## src/rtl/pcs_pkg.sv

```systemverilog
// Shared constants and types for the power-chain sequencer.
// Assumes a fixed topology of four SRAM banks plus five single stages.
package pcs_pkg;
    localparam int NBANK = 4;
    localparam int NST   = NBANK + 5;
    localparam int IDX_W = $clog2(NST);

    localparam int ST_REF  = 0;
    localparam int ST_VREG = 1;
    localparam int ST_RF   = NBANK + 2;
    localparam int ST_NVM  = NBANK + 3;
    localparam int ST_OSC  = NBANK + 4;

    localparam logic [2:0] MODE_PWRDOWN = 3'd2;
    localparam logic [2:0] MODE_PWRSAVE = 3'd3;

    typedef enum logic [1:0] {
        PH_POR,
        PH_RUN,
        PH_DONE,
        PH_OFF
    } pcs_phase_t;
endpackage

```

## src/rtl/pcs_timer.sv

```systemverilog
// Settle-time down-counter. It loads on request, otherwise it counts down
// to zero and holds there. Reset loads init_val (the power-on delay).
module pcs_timer #(
    parameter int CNT_W = 8
) (
    input  logic             clk,
    input  logic             rst_n,
    input  logic [CNT_W-1:0] init_val,
    input  logic             load,
    input  logic [CNT_W-1:0] load_val,
    output logic             expired
);
    logic [CNT_W-1:0] cnt;

    // Count the current stage's remaining cycles.
    always_ff @(posedge clk) begin
        if (!rst_n)          cnt <= init_val;
        else if (load)       cnt <= load_val;
        else if (cnt != '0)  cnt <= cnt - 1'b1;
    end

    assign expired = (cnt == '0);
endmodule

```

## src/rtl/pcs_sleep_gate.sv

```systemverilog
// Shutdown permission. The chain may turn off only in the two deepest
// sleep modes, and only with the radio masked off or asleep.
// Purely combinational; the caller samples the result.
module pcs_sleep_gate
    import pcs_pkg::*;
(
    input  logic [2:0] sleep_mode,
    input  logic       rf_masked,
    input  logic       rf_sleep,
    output logic       allow
);
    logic deep_mode;

    // Decode which modes allow the chain to go off.
    always_comb begin
        deep_mode = (sleep_mode == MODE_PWRDOWN) || (sleep_mode == MODE_PWRSAVE);
        allow     = deep_mode && (rf_masked || rf_sleep);
    end
endmodule

```

## src/rtl/pcs_chain_seq.sv

```systemverilog
// Power-domain bring-up sequencer (top). It walks nine stages in a fixed
// order, and each unmasked stage raises its enable and waits its settle
// time. It raises rst_out when the chain is complete, and turns the chain
// off on a permitted sleep request. Assumes pr_mask is stable while busy.
module pcs_chain_seq
    import pcs_pkg::*;
#(
    parameter int CNT_W    = 8,
    parameter int POR_CYC  = 16,
    parameter int REF_CYC  = 8,
    parameter int VREG_CYC = 6,
    parameter int SRAM_CYC = 2,
    parameter int PSW_CYC  = 3,
    parameter int OSC_CYC  = 10
) (
    input  logic           clk,
    input  logic           rst_n,
    input  logic [NBANK:0] pr_mask,
    input  logic           rf_sleep,
    input  logic           sleep_req,
    input  logic [2:0]     sleep_mode,
    input  logic           wake_req,
    output logic [NST-1:0] dom_en,
    output logic           rst_out,
    output logic           busy
);
    pcs_phase_t       phase;
    logic [IDX_W-1:0] idx;
    logic [IDX_W-1:0] nidx;
    logic [NST-1:0]   en_q;
    logic             pend;
    logic [NST-1:0]   skip;
    logic [CNT_W-1:0] dly [NST];
    logic             t_zero;
    logic             t_load;
    logic [CNT_W-1:0] t_val;
    logic             allow;
    logic             stage_end;
    logic             last;
    logic             enter_first;

    // Per-stage delay and skip tables, built from the parameters.
    for (genvar i = 0; i < NST; i++) begin : g_stage
        if (i == ST_REF) begin : g_ref
            assign dly[i]  = CNT_W'(REF_CYC);
            assign skip[i] = 1'b0;
        end else if (i == ST_VREG) begin : g_vreg
            assign dly[i]  = CNT_W'(VREG_CYC);
            assign skip[i] = 1'b0;
        end else if (i < ST_RF) begin : g_bank
            assign dly[i]  = CNT_W'(SRAM_CYC);
            assign skip[i] = pr_mask[i-2];
        end else if (i == ST_RF) begin : g_rf
            assign dly[i]  = CNT_W'(PSW_CYC);
            assign skip[i] = pr_mask[NBANK];
        end else if (i == ST_NVM) begin : g_nvm
            assign dly[i]  = CNT_W'(PSW_CYC);
            assign skip[i] = 1'b0;
        end else begin : g_osc
            assign dly[i]  = CNT_W'(OSC_CYC);
            assign skip[i] = 1'b0;
        end
    end

    pcs_timer #(.CNT_W(CNT_W)) u_timer (
        .clk      (clk),
        .rst_n    (rst_n),
        .init_val (CNT_W'(POR_CYC)),
        .load     (t_load),
        .load_val (t_val),
        .expired  (t_zero)
    );

    pcs_sleep_gate u_gate (
        .sleep_mode (sleep_mode),
        .rf_masked  (pr_mask[NBANK]),
        .rf_sleep   (rf_sleep),
        .allow      (allow)
    );

    // Stage-advance decode and timer reload selection.
    always_comb begin
        nidx        = idx + 1'b1;
        last        = (idx == IDX_W'(NST - 1));
        stage_end   = (phase == PH_RUN) && (t_zero || skip[idx]);
        enter_first = ((phase == PH_POR) && t_zero) ||
                      ((phase == PH_OFF) && wake_req);
        t_load      = enter_first || (stage_end && !last);
        t_val       = enter_first ? dly[0] : dly[nidx];
    end

    // Phase, stage index, enables and the held sleep request.
    always_ff @(posedge clk) begin
        if (!rst_n) begin
            phase <= PH_POR;
            idx   <= '0;
            en_q  <= '0;
            pend  <= 1'b0;
        end else begin
            case (phase)
                PH_POR: begin
                    if (sleep_req) pend <= 1'b1;
                    if (t_zero) begin
                        phase   <= PH_RUN;
                        idx     <= '0;
                        en_q[0] <= 1'b1;
                    end
                end
                PH_RUN: begin
                    if (sleep_req) pend <= 1'b1;
                    if (stage_end) begin
                        if (last) begin
                            phase <= PH_DONE;
                        end else begin
                            idx        <= nidx;
                            en_q[nidx] <= !skip[nidx];
                        end
                    end
                end
                PH_DONE: begin
                    if (sleep_req || pend) begin
                        pend <= 1'b0;
                        if (allow) begin
                            phase <= PH_OFF;
                            en_q  <= '0;
                        end
                    end
                end
                default: begin
                    pend <= 1'b0;
                    if (wake_req) begin
                        phase <= PH_RUN;
                        idx   <= '0;
                        en_q  <= NST'(1);
                    end
                end
            endcase
        end
    end

    assign dom_en  = en_q;
    assign rst_out = (phase == PH_DONE);
    assign busy    = (phase == PH_POR) || (phase == PH_RUN);
endmodule

```

## config.mk

```make
export PLATFORM = sky130hd
export DESIGN_NAME = pcs_chain_seq
export DESIGN_NICKNAME = d
export VERILOG_FILES = /design/src/rtl/pcs_pkg.sv /design/src/rtl/pcs_timer.sv /design/src/rtl/pcs_sleep_gate.sv /design/src/rtl/pcs_chain_seq.sv
export SDC_FILE = /design/constraint.sdc
export NUM_CORES = 1
export LEC_CHECK = 0
export CAP_MARGIN = 40
export CORE_AREA = 2 2 105 76
export DETAILED_ROUTE_END_ITERATION = 6
export DIE_AREA = 0 0 107 78
export GPL_TIMING_DRIVEN = 1
export MAX_ROUTING_LAYER = met4
export PLACE_DENSITY_LB_ADDON = 0.1
export SLEW_MARGIN = 20
export SYNTH_ARGS = -nofsm -noshare
export SYNTH_HDL_FRONTEND = slang
export SYNTH_HIERARCHICAL = 1
export SYNTH_SLANG_ARGS = --single-unit
```

## constraint.sdc

```tcl
create_clock -name clk -period 4.2 [get_ports clk]
set_input_delay 0.42 -clock clk [delete_from_list [all_inputs] [get_ports clk]]
set_output_delay 0.42 -clock clk [all_outputs]
set_load 0.02 [all_outputs]
```

* After elaboration in Yosys (flattened, before gate mapping)
Memories as Yosys holds them, arrays and structs flattened.
Index checks and enable logic that the tools add are counted.
** Storage, ports and cells
- Flip-flop bits (word level) :: 24
- Memories kept :: 1
- Latch bits :: 0
- Memory bits (read-only) :: 128
- Input bits :: 13
- Output and inout port bits :: 11
- Memory bits (writable) :: 0
** Memory list
- (name not given) :: depth 16, width 8, read ports 1, clocked after memory_dff 0, write ports 0, line pcs_chain_seq.sv:89 : t_val = enter_first ? dly[0] : dly[nidx];
** Cells by class
- Equal/unequal tests :: 13
- Bitwise operators :: 3
- Divide/modulo/power cells :: 0
- Add/sub/neg operators :: 2
- Shift operators :: 0
- Reductions and logical operators :: 28
- Multipliers :: 0
- Muxes and demuxes :: 35
- Order comparisons :: 4
** Operators with widths (number)
- 9-bit 2-to-1 mux :: 5
- 8-bit 2-to-1 mux :: 5
- 8-bit one-hot mux with 3 select lines :: 1
- 6-bit AND reduction :: 3
- 4-bit 2-to-1 mux :: 4
- 2-bit 2-to-1 mux :: 6
- 4-bit one-hot mux with 3 select lines :: 1
- 4-bit by 5-bit less-than comparator with 1-bit output (second input constant) :: 2
- 9-bit bitwise mux :: 1
- 1-bit binary-select mux with 4-bit select :: 2
- 8-bit zero test :: 1
- 2-bit != test (second input constant) :: 4
- 8-bit nonzero test :: 1
- 8-bit by 1-bit subtractor with 8-bit output (second input constant) :: 1
- 1-bit logical OR :: 7
- 3-bit by 2-bit == test with 1-bit output (second input constant) :: 2
- 1-bit logical AND :: 6
- 1-bit 2-to-1 mux :: 6
- 2-bit by 1-bit != test with 1-bit output (second input constant) :: 3
- 2-bit one-hot mux with 3 select lines :: 1
- 3-bit nonzero test :: 2
- 5-bit greater-or-equal comparator (second input constant) :: 1
- 4-bit inverter with 5-bit output :: 1
- 5-bit AND reduction :: 1
- 15 further kinds :: 18

* Depth between registers and ports, before layout
- Word-level depth :: 9
- Depth in mapped cells :: 12
- Depth with buffers taken out :: 11

* By module
The synthesis kept the hierarchy.
** By module, submodules not included
- pcs_chain_seq :: sequential area each 320.3 um^2, cells an instance 150, instances 1, area an instance 1199.9 um^2
- pcs_timer :: sequential area each 240.2 um^2, cells an instance 62, instances 1, area an instance 574.3 um^2
- pcs_sleep_gate :: sequential area each 0.0 um^2, cells an instance 2, instances 1, area an instance 16.3 um^2

* Least setup slack after synthesis
OpenSTA, ideal clock, no wires.
- Path type :: register to register
- Start point :: reg u_timer.cnt[3]
- End point :: reg u_timer.cnt[0] (enable)
- Arrival time :: 2636 ps
- Cell stages (with the launch flop) :: 10
- Setup slack :: 1228 ps
- Data required time :: 3863 ps
- Library setup time :: 337 ps
- Clock period less this slack :: 2972 ps
- Buffers on the path :: 1
- Path through :: edfxtp_1 -> or4_4 -> nor4b_2 -> inv_1 -> o21ai_0 -> nand2_1 -> o21bai_1 -> clkbuf_1 -> inv_1 -> nand3_1
** On the way
- Cells in the longest elaborated chain, start to end :: 6
- Elaborated cells between the ends (all ways) :: 9
- Classes of those cells :: reduce/logical (9)
** RTL lines
- start: declaration :: line pcs_timer.sv:13 : logic [CNT_W-1:0] cnt;
- start signal: assignment :: line pcs_timer.sv:17 : if (!rst_n) cnt <= init_val;
- start signal: assignment :: line pcs_timer.sv:18 : else if (load) cnt <= load_val;
- start signal: assignment :: line pcs_timer.sv:19 : else if (cnt != '0) cnt <= cnt - 1'b1;
- 8-bit zero test * :: line pcs_timer.sv:22 : assign expired = (cnt == '0);
- net t_zero :: line pcs_chain_seq.sv:34 : logic t_zero;
- 1-bit logical OR :: line pcs_chain_seq.sv:85 : stage_end = (phase == PH_RUN) && (t_zero || skip[idx]);
- 1-bit logical AND :: line pcs_chain_seq.sv:85
- 1-bit logical AND :: line pcs_chain_seq.sv:88 : t_load = enter_first || (stage_end && !last);
- 1-bit logical OR * :: line pcs_chain_seq.sv:88
- net t_load :: line pcs_chain_seq.sv:35 : logic t_load;
- 2-bit nonzero test (no line) *
Mark *: on every way through the listed nets, which the timed path passes. The rest lies on a longest branch.
A chain may end at the register's enable or synchronous reset.

* Worst setup path in the final report
- Start point :: reg u_timer.cnt[2]
- End point :: reg u_timer.cnt[2] (enable)
The elaborated chain is that of the path after synthesis.

==> metrics <==
share of the clock period used by the worst path 0.759; Syn-to-layout area delta 24.1%; min-delay src dom_en[2]$_SDFFE_PN0P_; dpl hpwl 3490 µm; Final Core Density 0.306; synth top area cells dfxtp_1 18%, edfxtp_1 13%, ha_1 9.1%; Yosys warnings 6; core area 7250 µm²; 1st-iter DRT viols 73; antenna viol nets, final 0; setup bufs post-CTS 0; WP data arrival 3110 ps; Critical R2R Capture u_timer/cnt[2]$_DFFE_PP_; multiplexer area fraction after synthesis 0.0580; Die X 107 µm; largest family of logic cells by synthesized area simple AND/OR/NAND/NOR gates; share of cells above drive strength 1 0.0772; Initial Util 0.247; fin crit period 3190 ps; final hold vios 0; Critical Path Source Type flip-flop; CP peak stage delay 590 ps; final setup vio count 0; simple-gate share of the synthesized area 0.242; fill count 774; Post-Route WL 4630 µm; number of synthesized flops with an enable pin 8; fin. max-slew vios 0; post-CTS sizing 0; RSZ-0062 raised after global routing false; number of global-route vias before repair 1495; CP Cell Sequence or4_4 > nor4b_2 > buf_4 > inv_1 > o21ai_0 > nand2_1 > o21bai_1 > buf_4 > inv_1 > nand3_1; compound-gate portion of the synthesized area 0.202; Synth Cell Area 1790 µm²; initial antenna violation count 0; Routed WL per cell 13.4 µm; first-pass GRT wire length 7880 µm; Sequential Area 561 µm²; Worst path slowest cell or4_4; post-synthesis adder-cell area fraction 0.0908; Worst VDD drop 0.000110 V; critical path fanouts, max 12; GR Util All Layers 0.125; worst r2r src u_timer/cnt[2]$_DFFE_PP_; Worst Hold Class reg -> reg; Vias 1556; CTS clk-pin slew, worst paths 90 ps; register area share after synthesis 0.313; Ports 24; syn avg cell area 8.37 µm²; cell count after synthesis 214; Antenna Cells 0; Reg2Reg Depth 10; leakage 0.829 nW; # DRC 0; hold depth 2; total die area 8350 µm²; Tightest Pin Transition 646 ps; area of the multi-input gates 1150 µm²; post-synthesis xor/xnor area fraction 0.0245; RD Place Congestion 0.705; Hold EP dom_en[2]$_SDFFE_PN0P_; latest clock arrival within the worst-skew pair 280 ps; WS Path Type reg -> reg; top-area cell type share of the netlist area 0.179; H-Tree Depth 1; CTS Root Cell clkbuf_8; outcome finished clean; via/cell ratio 4.52; port bufs 22; GR Overflow Total 0; FFs w/ async S/R, synth 0; Clock Tree Buf Depth 2; CTS Buf Count 3; post-synth top area cell dfxtp_1; Fmax 314 MHz; pin count of the biggest net entering global routing 19; worst rel slew slack 0.568; Core Rows 26; TNS Setup 0 ps; power per cell area 246 nW/µm²; total of max-cap violations 0; hold_buf cts 0; Seq cells post-synth 24; top_reg_cell synth dfxtp_1; Synth cell types 46; clock sink total 24; Fin Clk Skew 5.95 ps; Die Height 78 µm; DR pass1 iterations 4; CTS tree built; worst path required time 4120 ps; nets 273; crit end category flip-flop; R2R setup slack 1010 ps
## metrics by stage
| stage | area (µm²) | std cells | hold WS [ps] | worst slack (ps) | power (W) |
|---|---|---|---|---|---|
| after floorplan | 1830 | 224 | 474 | 1230 | 0.000336 |
| after global placement | 2150 | 339 | 483 | 1040 | 0.000366 |
| after detailed placement | 2150 | 339 | 464 | 1000 | 0.000365 |
| after CTS | 2210 | 343 | 487 | 997 | 0.000558 |
| after global routing | 2220 | 344 | 510 | 763 | 0.000581 |
| final | 2220 | 344 | 484 | 1010 | 0.000548 |
## worst max path at each step
stage                               endpoint                startpoint  cells after the start  slack (ps)
CTS                 u_timer/cnt[7]$_DFFE_PP_  u_timer/cnt[2]$_DFFE_PP_                     10        1000
global route        u_timer/cnt[2]$_DFFE_PP_  u_timer/cnt[2]$_DFFE_PP_                     10         760
floorplan           u_timer/cnt[0]$_DFFE_PP_  u_timer/cnt[3]$_DFFE_PP_                      9        1230
detailed placement  u_timer/cnt[2]$_DFFE_PP_  u_timer/cnt[2]$_DFFE_PP_                     10        1000
global placement    u_timer/cnt[1]$_DFFE_PP_  u_timer/cnt[2]$_DFFE_PP_                     10        1040
finish              u_timer/cnt[2]$_DFFE_PP_  u_timer/cnt[2]$_DFFE_PP_                     10        1010
## routing by layer
layer,track usage,wire [µm],part of all wire
met1,0.185,2610,0.56
met2,0.169,1820,0.39
met3,0.0311,160,0.035
met4,0.0234,35,0.0076
met5,-,0,0
## cell usage after synthesis (all sizes together), types with 4 or more instances
| master | n |
|---|---|
| nand2 | 27 |
| inv | 19 |
| dfxtp | 16 |
| nor2 | 16 |
| ha | 13 |
| o21ai | 13 |
| a21oi | 11 |
| edfxtp | 8 |
| nand3 | 8 |
| mux2i | 7 |
| nor3 | 7 |
| clkbuf | 6 |
| a22o | 5 |
| nor4 | 5 |
| a21o | 4 |
| xnor2 | 4 |
## logic make-up (layout without fill, tap and decap cells)
| family | count (synthesis) | after routing |
|---|---|---|
| other | 2 | 12 |
| adders and majority gates | 13 | 13 |
| AOI/OAI and AO/OA | 53 | 53 |
| DFF | 24 | 24 |
| xor gates and xnor gates | 5 | 5 |
| buffers and inverters | 27 | 49 |
| and+or+nand+nor | 80 | 80 |
| muxes | 10 | 10 |
## state kept, by name, indices dropped and copies added (netlist names), named ones only
register     cells
pend             1
phase            2
u_timer/cnt      8
idx              4
dom_en           8
## worst max-delay path, delay by kind of cell (launching register included)
kind	cells	cell delay (ps)
AND/OR/NAND/NOR	4	1270
buffers and inverters	4	540
AO/OA/AOI/OAI	2	550
flip-flops	1	470
## where the power goes
group          total (W)  switching (W)  internal (W)
Sequential      0.000272      0.0000162      0.000256
Combinational  0.0000878      0.0000434     0.0000444
Clock           0.000188      0.0000842      0.000104
Total           0.000548       0.000144      0.000404
## cell usage in the layout (no fill, tap or decap), types with 2 or more instances in the layout
cell,n
nand2_1,27
clkdlybuf4s50_1,22
inv_1,19
dfxtp_1,16
nor2_1,15
ha_1,13
conb_1,12
a21oi_1,11
o21ai_0,9
nand3_1,8
edfxtp_1,8
nor3_1,7
mux2i_1,7
a22o_1,5
xnor2_1,4
o21ai_1,4
a21o_1,4
or3_1,3
nor4_1,3
mux2_2,3
o221ai_1,3
and2_1,3
o21a_1,3
o32ai_1,3
clkbuf_8,3
buf_4,3
nor2b_1,2
a311oi_1,2
nor3b_1,2
nor4_4,2
o22ai_1,2
## layout make-up
cell class	count	area share
clock buffers	4	0.0298
well taps	98	0.0552
multi-input cells	173	0.518
flip-flops and latches	24	0.252
repair buffers	26	0.113
inverters	19	0.0321
Note: power is estimated with default switching activity, not from simulation.
